$ cat src/rtl/ea_pkg.sv
package ea_pkg;
  localparam int EA_W   = 18;
  localparam int XR_W   = 4;
  localparam int WORD_W = 36;

  typedef enum logic [1:0] {
    S_IDLE  = 2'd0,
    S_CALC  = 2'd1,
    S_FETCH = 2'd2
  } ea_state_e;
endpackage

$ cat src/rtl/ea_field_split.sv
module ea_field_split #(
  parameter int AW = ea_pkg::EA_W,
  parameter int XW = ea_pkg::XR_W,
  localparam int LW = AW + XW + 1
) (
  input  logic [LW-1:0] link_i,
  output logic          ind_o,
  output logic [XW-1:0] xsel_o,
  output logic [AW-1:0] yaddr_o
);
  localparam int X_LO   = AW;
  localparam int IND_AT = AW + XW;

  assign yaddr_o = link_i[AW-1:0];
  assign xsel_o  = link_i[IND_AT-1:X_LO];
  assign ind_o   = link_i[IND_AT];
endmodule

$ cat src/rtl/ea_index_add.sv
module ea_index_add #(
  parameter int AW = ea_pkg::EA_W,
  parameter int XW = ea_pkg::XR_W
) (
  input  logic [XW-1:0] xsel_i,
  input  logic [AW-1:0] yaddr_i,
  input  logic [AW-1:0] xr_right_i,
  output logic          use_x_o,
  output logic [AW-1:0] step_o
);
  function automatic logic [AW-1:0] wrap_add(input logic [AW-1:0] a,
                                             input logic [AW-1:0] b);
    logic [AW:0] full;
    full = {1'b0, a} + {1'b0, b};
    return full[AW-1:0];
  endfunction

  assign use_x_o = (xsel_i != '0);
  assign step_o  = wrap_add(yaddr_i, use_x_o ? xr_right_i : '0);
endmodule

$ cat src/rtl/ea_seq.sv
module ea_seq #(
  parameter int AW = ea_pkg::EA_W,
  parameter int XW = ea_pkg::XR_W,
  parameter int WW = ea_pkg::WORD_W,
  localparam int LW = AW + XW + 1
) (
  input  logic          clk,
  input  logic          rst_n,
  input  logic          start_i,
  input  logic          abort_i,
  input  logic [WW-1:0] instr_i,
  input  logic          mem_valid_i,
  input  logic [WW-1:0] mem_data_i,
  input  logic          link_ind_i,
  input  logic [AW-1:0] step_i,
  output logic [LW-1:0] link_o,
  output logic          mem_req_o,
  output logic [AW-1:0] mem_addr_o,
  output logic          busy_o,
  output logic          done_o,
  output logic [AW-1:0] ea_o
);
  import ea_pkg::*;

  ea_state_e     state_q;
  logic [LW-1:0] link_q;
  logic [AW-1:0] addr_q;
  logic [AW-1:0] ea_q;
  logic          done_q;

  logic unused_hi;
  assign unused_hi = ^{instr_i[WW-1:LW], mem_data_i[WW-1:LW]};

  // named events for the checks
  logic ev_accept, ev_hop, ev_finish, ev_land;
  assign ev_accept = (state_q == S_IDLE)  && start_i && !abort_i;
  assign ev_hop    = (state_q == S_CALC)  && link_ind_i && !abort_i;
  assign ev_finish = (state_q == S_CALC)  && !link_ind_i && !abort_i;
  assign ev_land   = (state_q == S_FETCH) && mem_valid_i && !abort_i;

  always_ff @(posedge clk) begin
    if (!rst_n) begin
      state_q <= S_IDLE;
      link_q  <= '0;
      addr_q  <= '0;
      ea_q    <= '0;
      done_q  <= 1'b0;
    end else begin
      done_q <= 1'b0;
      if (abort_i) begin
        state_q <= S_IDLE;
      end else begin
        unique case (state_q)
          S_IDLE: if (start_i) begin
            link_q  <= instr_i[LW-1:0];
            state_q <= S_CALC;
          end
          S_CALC: if (link_ind_i) begin
            addr_q  <= step_i;
            state_q <= S_FETCH;
          end else begin
            ea_q    <= step_i;
            done_q  <= 1'b1;
            state_q <= S_IDLE;
          end
          S_FETCH: if (mem_valid_i) begin
            link_q  <= mem_data_i[LW-1:0];
            state_q <= S_CALC;
          end
          default: state_q <= S_IDLE;
        endcase
      end
    end
  end

  assign link_o     = link_q;
  assign mem_req_o  = (state_q == S_FETCH);
  assign mem_addr_o = addr_q;
  assign busy_o     = (state_q != S_IDLE);
  assign done_o     = done_q;
  assign ea_o       = ea_q;

  p_done_single_r6: assert property (@(posedge clk) disable iff (!rst_n)
    done_o |=> !done_o);
  p_done_idle_r6: assert property (@(posedge clk) disable iff (!rst_n)
    done_o |-> !busy_o);
  p_finish_done_r5: assert property (@(posedge clk) disable iff (!rst_n)
    ev_finish |=> (done_o && ea_o == $past(step_i)));
  p_hop_req_r4: assert property (@(posedge clk) disable iff (!rst_n)
    ev_hop |=> (mem_req_o && mem_addr_o == $past(step_i)));
  p_req_hold_r9: assert property (@(posedge clk) disable iff (!rst_n)
    (mem_req_o && !mem_valid_i && !abort_i) |=> (mem_req_o && $stable(mem_addr_o)));
  p_abort_idle_r8: assert property (@(posedge clk) disable iff (!rst_n)
    abort_i |=> (!busy_o && !done_o && !mem_req_o));
  p_accept_busy_r10: assert property (@(posedge clk) disable iff (!rst_n)
    ev_accept |=> busy_o);
  p_busy_start_r7: assert property (@(posedge clk) disable iff (!rst_n)
    (busy_o && start_i && !ev_finish) |=> !done_o);
  p_land_calc_r4: assert property (@(posedge clk) disable iff (!rst_n)
    ev_land |=> (busy_o && !mem_req_o));
endmodule

$ cat src/rtl/ea_chain_unit.sv
module ea_chain_unit #(
  parameter int AW = ea_pkg::EA_W,
  parameter int XW = ea_pkg::XR_W,
  parameter int WW = ea_pkg::WORD_W
) (
  input  logic          clk,
  input  logic          rst_n,
  input  logic          start_i,
  input  logic          abort_i,
  input  logic [WW-1:0] instr_i,
  output logic [XW-1:0] rf_idx_o,
  input  logic [WW-1:0] rf_data_i,
  output logic          mem_req_o,
  output logic [AW-1:0] mem_addr_o,
  input  logic          mem_valid_i,
  input  logic [WW-1:0] mem_data_i,
  output logic          busy_o,
  output logic          done_o,
  output logic [AW-1:0] ea_o
);
  localparam int LW = AW + XW + 1;

  logic [LW-1:0] link;
  logic          link_ind;
  logic [XW-1:0] xsel;
  logic [AW-1:0] yaddr;
  logic [AW-1:0] step;
  logic          use_x;

  logic unused_rf;
  assign unused_rf = ^{rf_data_i[WW-1:AW], use_x};

  ea_field_split #(.AW(AW), .XW(XW)) u_split (
    .link_i (link),
    .ind_o  (link_ind),
    .xsel_o (xsel),
    .yaddr_o(yaddr)
  );

  ea_index_add #(.AW(AW), .XW(XW)) u_add (
    .xsel_i    (xsel),
    .yaddr_i   (yaddr),
    .xr_right_i(rf_data_i[AW-1:0]),
    .use_x_o   (use_x),
    .step_o    (step)
  );

  ea_seq #(.AW(AW), .XW(XW), .WW(WW)) u_seq (
    .clk        (clk),
    .rst_n      (rst_n),
    .start_i    (start_i),
    .abort_i    (abort_i),
    .instr_i    (instr_i),
    .mem_valid_i(mem_valid_i),
    .mem_data_i (mem_data_i),
    .link_ind_i (link_ind),
    .step_i     (step),
    .link_o     (link),
    .mem_req_o  (mem_req_o),
    .mem_addr_o (mem_addr_o),
    .busy_o     (busy_o),
    .done_o     (done_o),
    .ea_o       (ea_o)
  );

  assign rf_idx_o = xsel;
endmodule

$ cat config.mk
export PLATFORM = sky130hd
export DESIGN_NAME = ea_chain_unit
export DESIGN_NICKNAME = d
export VERILOG_FILES = /design/src/rtl/ea_pkg.sv /design/src/rtl/ea_field_split.sv /design/src/rtl/ea_index_add.sv /design/src/rtl/ea_seq.sv /design/src/rtl/ea_chain_unit.sv
export SDC_FILE = /design/constraint.sdc
export NUM_CORES = 1
export LEC_CHECK = 0
export ABC_AREA = 1
export BUFFER_PORTS_ARGS = -buffer_cell sky130_fd_sc_hd__buf_2
export CORE_UTILIZATION = 45
export CTS_BUF_LIST = sky130_fd_sc_hd__clkbuf_16
export DETAILED_ROUTE_END_ITERATION = 8
export PLACE_DENSITY = 0.74
export SETUP_SLACK_MARGIN = 0.5
export SLEW_MARGIN = 20
export SYNTH_ARGS = -nofsm -noshare
export SYNTH_HDL_FRONTEND = slang
export SYNTH_SLANG_ARGS = --single-unit
$ cat constraint.sdc
create_clock -name clk -period 2.7 [get_ports clk]
set_input_delay 0.27 -clock clk [delete_from_list [all_inputs] [get_ports clk]]
set_output_delay 0.27 -clock clk [all_outputs]
set_load 0.01 [all_outputs]
==> impl_results.md, run 1 <==
- Highest clock rate: 453 MHz
- Setup TNS: 0 ns
- H-tree depth: 3
- Clk slew on worst S/H paths: 0.05 ns
- CP Data Required Time: 2.97 ns
- CTS tree: done
- Mapped Nets: 744
- Netlist cell types: 25
- Fin nets: 867
- Die ar.: 8700 µm²
- Critical path endpoint category: flop
- Number of clock sinks: 62
- Top Usage Layer GRT: met2
- Gp weighted congestion: 0.881
- Placed insts: 805
- Gr usage total: 0.238
- Final setup fails: 0
- M1 GR Usage: 0.297
- Number of max-cap violations: 0
- Most common cell after layout, fill and taps aside: nand2_1
- Rel. slew slack: 0.353
- Status: complete, no violations
- Dpl hpwl: 6.96 mm
- DRC viols: 0
- Syn Inst Count: 613
- Post-Syn Area: 3750 µm²
- YS warnings: 0
- Initial core utilization: 0.476
- Worst-Margin Slew: 0.969 ns
- Peak VDD IR: 0.000308 V
- RSZ-0062 raised after global routing: yes
- Avg WL per Cell: 13.4 µm
- Average cell area after synthesis: 6.12 µm²
- Non-filler instance count after layout: 843
- Grt ovf: 0
- Largest fanout on the critical path: 7
- Final wirelength: 11.3 mm
- Maximum clock path buffer count: 2
- GR Util met3: 0.0398
- Tmin final: 2.21 ns
- Worst Clk Skew: 0.00675 ns
- Setup CP Type: reg2reg
- Layout cells sized above 1: 0.369
- Power Dens Cells: 536 nW/µm²
- Via count: 4208
- Most frequent cells in the layout: nand2_1, buf_2, inv_1
- GR Util met2: 0.403
- Die width: 93.3 µm
- Sequential area share after synthesis: 0.331
- Core area: 7890 µm²
- Clk_lat worst skew: 0.33 ns
- Chip height: 93.3 µm
- Root buf cell: clkbuf_16
- Crit path DAT: 2.48 ns
- Synthesis-to-layout area growth: 45.0%
- Pre-antenna DRT Iters: 5
- Largest net degree at the start of global routing: 34
- Period utilization: 0.818
- Detailed router's first-iteration violation count: 232
- Min-Delay Path Class: in2reg
- Final hold violation count: 0
- Hold_ws: 0.152 ns
- Leak: 2.91 nW
- First-pass GRT wire length: 16.5 mm
- Initial antenna violation count: 0
- Port Buffers: 111
- Number of synthesized register bits: 62
- Vias in the first global route: 3788
- Rows: 32
- Antenna viol nets, final: 0
- Setup crit start kind: flop
- # IOs: 156
- Via-per-instance ratio: 4.99
- Cts hold-fix bufs: 0
- Slew Limit Fails: 0
- CTS Buf Count: 9
[power by group]
group	switching [mW]	internal (mW)
logic	0.420	0.334
clock network	0.384	0.791
registers	0.0308	0.955
[cell usage after synthesis, drive strengths merged]
library cell    n  area share
nor3            3      0.0040
o21ai          47       0.063
a31oi           1      0.0017
nand3          33       0.045
inv           107        0.11
a21oi          41       0.055
buf            19       0.031
nor2          102        0.10
dfxtp          62        0.33
xnor2           1      0.0023
xor2            7       0.016
and2            1      0.0017
fa              1      0.0053
nand3b          2      0.0040
o221ai          1      0.0040
clkbuf          7      0.0070
ha             17       0.057
nand2         161        0.16
[final timing paths]
path	from	to	slack, ns	cells after the start
setup / recovery	u_seq.link_o[21]	u_seq.mem_addr_o[17]	0.49	15
setup reg to reg	u_seq.link_o[21]	u_seq.mem_addr_o[17]	0.49	15
hold reg to reg	u_seq.link_o[16]	u_seq.link_o[16]	0.47	2
hold / removal	abort_i	u_seq.state_q[1]	0.15	2
[stage by stage]
stage	power [mW]	util	area, µm²	setup WS, ns
5_1_grt	3.04	0.689	5440	0.345
3_3_place_gp	1.44	0.549	4330	0.225
4_1_cts	2.71	0.618	4870	0.501
3_5_place_dp	1.45	0.549	4330	0.155
2_1_floorplan	1.31	-	3750	0.517
6_report	2.92	0.689	5440	0.491
[critical path: stages, from the launching register on]
cell,delay [ns]
dfxtp_2,0.33
nor2_2,0.11
nand3_2,0.12
inv_4,0.12
buf_12,0.11
buf_16,0.11
nor2_1,0.05
ha_1,0.37
a21oi_2,0.18
o21ai_2,0.08
a21oi_2,0.17
buf_4,0.15
nand3_4,0.07
nand3_2,0.09
nand2_1,0.05
inv_1,0.04
[layout make-up]
class | instances | area [µm²]
Antenna cell | 1 | 2.50
Clock buffer | 9 | 225
Clock inverter | 6 | 77.6
Fill cell | 630 | 2450
Inverter | 107 | 404
Multi-Input combinational cell | 418 | 2550
Sequential cell | 62 | 1250
Tap cell | 102 | 128
Timing Repair Buffer | 138 | 802
[cell families after synthesis]
family          Yosys count  synth area share
simple gates            302             0.320
buf+inv                 133             0.145
compound gates           90             0.123
flops                    62             0.331
fa+ha+maj                18            0.0620
xor+xnor                  8            0.0187
[per-layer routing]
metal,share of wire,wire length [µm]
met5,0,0
met4,0.047,531
met3,0.061,690
met2,0.47,5360
met1,0.42,4720
[what timing repair did]
item | in CTS | in global routing
pin swaps | 17 | 58
setup endpoints to repair | 28 | 26
gates cloned | 1 | 0
gates resized for setup | 35 | 112
setup buffers | 11 | 10
[state kept, by name, summed over array words and instances, names as in the netlist]
register and count:
u_seq.ea_o 18, u_seq.mem_addr_o 18, u_seq.link_o 23, u_seq.done_o 1, u_seq.state_q 2
(Power assumes the default switching activity.)
==> run 2, diff against run 1 <==
clock period = 2.2 ns   (was 2.7 ns; I/O delays follow)
==> impl_results.md, run 2 (synthesis gave the netlist of run 1 again) <==
- Clk slew on worst S/H paths: 0.05 ns (about the same)
- Avg WL per Cell: 12.6 µm (-5.9%)
- Final hold violation count: 0 (unchanged)
- Via count: 4177 (-0.74%)
- Fin nets: 880 (+1.5%)
- Initial antenna violation count: 0 (unchanged)
- Gr usage total: 0.234 (-0.00392)
- Hold_ws: 0.151 ns (-0.000816 ns)
- Via-per-instance ratio: 4.89 (-2.1%)
- Largest net degree at the start of global routing: 33 (-2.9%)
- Setup CP Type: reg2reg
- Worst-Margin Slew: 1.00 ns (+0.0339 ns)
- Max FFs per register: 23 (unchanged)
- Crit path DAT: 2.41 ns (-0.07 ns)
- CTS Buf Count: 9 (unchanged)
- Rel. slew slack: 0.331 (-0.0226)
- Detailed router's first-iteration violation count: 241 (+3.9%)
- Final wirelength: 10.8 mm (-4.5%)
- Die width: 93.3 µm (unchanged)
- Worst path slowest cell: ha_1
- Final setup fails: 0 (unchanged)
- CP max stage delay: 0.38 ns (about the same)
- Highest clock rate: 455 MHz (+0.47%)
- Layout cells sized above 1: 0.339 (-0.0303)
- RSZ-0062 raised after global routing: yes
- Largest fanout on the critical path: 8 (+1)
- Crit path cell chain: nor2_4, nand3_4, inv_8, nor2_1, ha_1, buf_6, nand2_4, nor2_1, nand2_1, nand2_2, nand2_2, nand3_2, nand3_1, nand2_1, inv_1
- Clk_lat worst skew: 0.32 ns (about the same)
- Cts hold-fix bufs: 0 (unchanged)
- Chip height: 93.3 µm (unchanged)
- H-tree depth: 3 (unchanged)
- Rows: 32 (unchanged)
- Initial core utilization: 0.476 (unchanged)
- Status: complete, no violations
- Most common cell after layout, fill and taps aside: nand2_1
- Setup crit start kind: flop
- Placed insts: 816 (+1.4%)
- Port Buffers: 111 (unchanged)
- Non-filler instance count after layout: 855 (+1.4%)
- Peak VDD IR: 0.000456 V (+48%)
- Tmin final: 2.20 ns (-0.0103 ns)
- Vias in the first global route: 3758 (-0.79%)
- Antenna viol nets, final: 0 (unchanged)
- Power Dens Cells: 608 nW/µm² (+13%)
- Slew Limit Fails: 0 (unchanged)
- CTS tree: done
- Leak: 2.91 nW (-0.13%)
- Pwr Total: 3.22 mW (+10%)
- Grt ovf: 0 (unchanged)
- Period utilization: 0.999 (+0.181)
- Pre-antenna DRT Iters: 5 (unchanged)
- Most frequent cells in the layout: nand2_1, buf_2, inv_1
- DRC viols: 0 (unchanged)
- Worst Clk Skew: 0.00508 ns (-0.00167 ns)
- Maximum clock path buffer count: 2 (unchanged)
- # IOs: 156 (unchanged)
- Critical path endpoint category: flop
- Synthesis-to-layout area growth: 41.2%
- Min-Delay Path Class: in2reg
- Core area: 7890 µm² (unchanged)
- Gp weighted congestion: 0.903 (+2.4%)
- Number of max-cap violations: 0 (unchanged)
- Die ar.: 8700 µm² (unchanged)
- Root buf cell: clkbuf_16
- # diodes: 0 (-1)
- Dpl hpwl: 7.09 mm (+1.9%)
- First-pass GRT wire length: 16.2 mm (-1.8%)
- Number of clock sinks: 62 (unchanged)
- CP Data Required Time: 2.41 ns (-0.56 ns)
-- run 2: cell types whose count changed in the layout (fill, tap and decap cells not counted), sizes merged --
cell    delta
buf       +12
inv        +5
bufinv     -2
clkinv     -2
diode      -1
-- run 2: per-layer routing --
layer | part of all wire | track usage | vias up
met5 | 0 | 0 | -
li1 | - | - | 2143
met1 | 0.42 | 0.278 | 1849
met2 | 0.49 | 0.394 | 154
met4 | 0.031 | 0.129 | 0
met3 | 0.055 | 0.0439 | 31
-- run 2: path summary, 6_finish.rpt --
kind,from,endpoint,slack (ns),cells past startpoint
worst max-delay path,u_seq.link_o[18],u_seq.ea_o[16],0.002,15
worst min-delay path,abort_i,u_seq.state_q[1],0.15,2
worst max register to register,u_seq.link_o[18],u_seq.ea_o[16],0.002,15
worst min register to register,u_seq.link_o[9],u_seq.link_o[9],0.46,2
-- run 2: per-stage QoR --
step	instance area (µm²)	setup TNS, ns	util	setup WS [ns]
2_1_floorplan	3800	0	-	0.223
3_3_place_gp	4450	-0.000318	0.564	-0.000318
3_5_place_dp	4450	-0.539	0.564	-0.0758
4_1_cts	4950	0	0.627	0.108
5_1_grt	5300	-1.50	0.672	-0.138
6_report	5300	0	0.672	0.00161
-- run 2: timing repair --
action                                  in CTS  in global routing
endpoints found under the setup margin      34                 43
setup buffers                               11                 11
gates cloned                                 1                  1
pin swaps                                   14                 26
resized for setup                           49                 56
-- run 2: worst max-delay path: cells and delay by family (launching register included) --
kind / cells / cell delay [ns]
simple gates: 11 / 1.06
fa+ha+maj: 1 / 0.38
flops: 1 / 0.33
buf+inv: 3 / 0.32
-- run 2: report_power, final --
part | total (mW) | internal [mW] | switching, mW
combinational | 0.841 | 0.360 | 0.482
sequential | 1.20 | 1.17 | 0.0316
clock | 1.17 | 0.732 | 0.441
-- run 2: final cells by class --
| type | count | area, µm² |
|---|---|---|
| Clock buffer | 9 | 225 |
| Clock inverter | 6 | 25.0 |
| Fill cell | 661 | 2590 |
| Inverter | 107 | 417 |
| Multi-Input combinational cell | 418 | 2380 |
| Sequential cell | 62 | 1250 |
| Tap cell | 102 | 128 |
| Timing Repair Buffer | 150 | 868 |
| Timing Repair inverter | 1 | 6.26 |
==> run 3, diff against run 2 <==
CORE_UTILIZATION = 44   (was 45)
PLACE_DENSITY = 0.75   (was 0.74)
clock period = 1.9 ns   (was 2.2 ns; I/O delays follow)
==> impl_results.md, run 3 (synthesis gave the netlist of run 1 again) <==
- RSZ-0062 raised after global routing: yes
- Grt ovf: 0 (unchanged)
- Chip height: 94.3 µm (+1.1%)
- Antenna viol nets, final: 0 (unchanged)
- Design Area, Final: 6470 µm² (+22%)
- DRC viols: 0 (unchanged)
- Largest fanout on the critical path: 8 (unchanged)
- Avg WL per Cell: 15.6 µm (+24%)
- Setup CP Type: reg2reg
- Power Dens Cells: 694 nW/µm² (+14%)
- Worst Clk Skew: 0.00753 ns (+0.00245 ns)
- Pre-antenna DRT Iters: 5 (unchanged)
- Clk_lat worst skew: 0.33 ns (about the same)
- First-pass GRT wire length: 19.0 mm (+17%)
- Vias in the first global route: 4181 (+11%)
- Clk slew on worst S/H paths: 0.06 ns (about the same)
- Most common cell after layout, fill and taps aside: nand2_1
- Rel. slew slack: 0.757 (+0.427)
- Leak: 3.35 nW (+15%)
- Highest clock rate: 459 MHz (+0.94%)
- Root buf cell: clkbuf_16
- Detailed router's first-iteration violation count: 263 (+9.1%)
- Period utilization: 1.15 (+0.147)
- CTS Buf Count: 9 (unchanged)
- Layout cells sized above 1: 0.492 (+0.153)
- Number of clock sinks: 62 (unchanged)
- Dpl hpwl: 7.27 mm (+2.6%)
- Setup TNS: -5.31 ns (-5.31 ns)
- Cts hold-fix bufs: 0 (unchanged)
- Status: finished with violations
- Core area: 8220 µm² (+4.2%)
- Final worst slack: -0.278 ns (-0.279 ns)
- Tmin final: 2.18 ns (-0.0205 ns)
- Final core utilization: 0.788 (+0.116)
- H-tree depth: 3 (unchanged)
- Via count: 4575 (+9.5%)
- Largest net degree at the start of global routing: 33 (unchanged)
- Setup crit start kind: flop
- CTS tree: done
- Max FFs per register: 23 (unchanged)
- Initial core utilization: 0.457 (-0.0190)
- Critical path endpoint category: flop
- Fin nets: 917 (+4.2%)
- CP Data Required Time: 2.17 ns (-0.24 ns)
- Failing checks: negative setup slack
- Final wirelength: 14.0 mm (+30%)
- Final setup fails: 31 (+31)
- Initial antenna violation count: 0 (unchanged)
- Synthesis-to-layout area growth: 72.6%
- Number of max-cap violations: 0 (unchanged)
- Gr usage total: 0.274 (+0.0408)
- Crit path DAT: 2.45 ns (+0.04 ns)
- Min-Delay Path Class: in2reg
- Worst-Margin Slew: 0.364 ns (-0.639 ns)
- Die ar.: 8900 µm² (+2.2%)
- Rows: 33 (+3.1%)
- Die width: 94.3 µm (+1.1%)
- # IOs: 156 (unchanged)
- Most frequent cells in the layout: nand2_1, buf_2, inv_1
- Peak VDD IR: 0.000367 V (-20%)
- Placed inst area: 4620 µm² (+3.9%)
- Via-per-instance ratio: 5.11 (+4.5%)
- Gp weighted congestion: 0.832 (-7.9%)
- # fillers: 511 (-23%)
- # diodes: 0 (unchanged)
- Final hold violation count: 0 (unchanged)
- Port Buffers: 111 (unchanged)
- Maximum clock path buffer count: 2 (unchanged)
- Pwr Total: 4.49 mW (+40%)
- Slew Limit Fails: 0 (unchanged)
[run 3: power by group]
part           switching, mW  internal, mW  total (mW)  leakage (nW)
sequential            0.0474          1.35        1.40         0.508
combinational          0.728         0.620        1.35          2.68
clock                  0.605          1.14        1.74         0.159
total                   1.38          3.11        4.49          3.35
[run 3: timing repair]
item	CTS	global route
setup endpoints to repair	61	61
resized for setup	92	157
pin swaps	42	72
setup buffers	16	17
endpoints found under the hold margin	0	0
cloned	8	2
[run 3: worst paths after layout]
path / cells after the start / slack [ns] / startpoint / end
hold / removal: 2 / 0.11 / abort_i / u_seq.state_q[1]
hold reg to reg: 2 / 0.48 / u_seq.link_o[15] / u_seq.link_o[15]
setup reg to reg: 16 / -0.28 / u_seq.link_o[20] / u_seq.ea_o[12]
setup / recovery: 16 / -0.28 / u_seq.link_o[20] / u_seq.ea_o[12]
[run 3: area by class of cell]
class / instances / area, µm² / share of cell area
multi-input cells: 418 / 2880 / 0.445
well taps: 105 / 131 / 0.0203
clock inverters: 7 / 88.8 / 0.0137
repair buffers: 186 / 1460 / 0.225
clock buffers: 9 / 225 / 0.0348
flip-flops and latches: 62 / 1250 / 0.194
repair inverters: 2 / 12.5 / 0.00193
inverters: 107 / 429 / 0.0663
[run 3: per-stage QoR]
| stage | hold slack [ns] | cells | worst slack (ns) |
|---|---|---|---|
| global placement | 0.407 | 837 | -0.263 |
| CTS | 0.0852 | 877 | -0.169 |
| detailed placement | 0.409 | 837 | -0.276 |
| global route | 0.120 | 896 | -0.350 |
| floorplan | 0.262 | 613 | -0.0694 |
| finish | 0.113 | 896 | -0.278 |
[run 3: critical path: stages, from the launching register on]
cell and delay [ns]:
dfxtp_2 0.35, inv_4 0.05, nand3_4 0.14, inv_8 0.07
nor2_4 0.11, ha_4 0.15, inv_2 0.04, fa_2 0.38
o21ai_4 0.16, nand2_1 0.12, nand2_4 0.12, nand2_2 0.09
nand2_1 0.09, nand2_2 0.08, nand3_1 0.07, nand2_1 0.05
inv_1 0.05
[run 3: per-layer routing]
metal,track usage,up-vias,part of all wire
li1,-,2215,-
met1,0.316,2105,0.39
met2,0.487,202,0.51
met3,0.0435,53,0.052
met4,0.142,0,0.051
met5,0,-,0
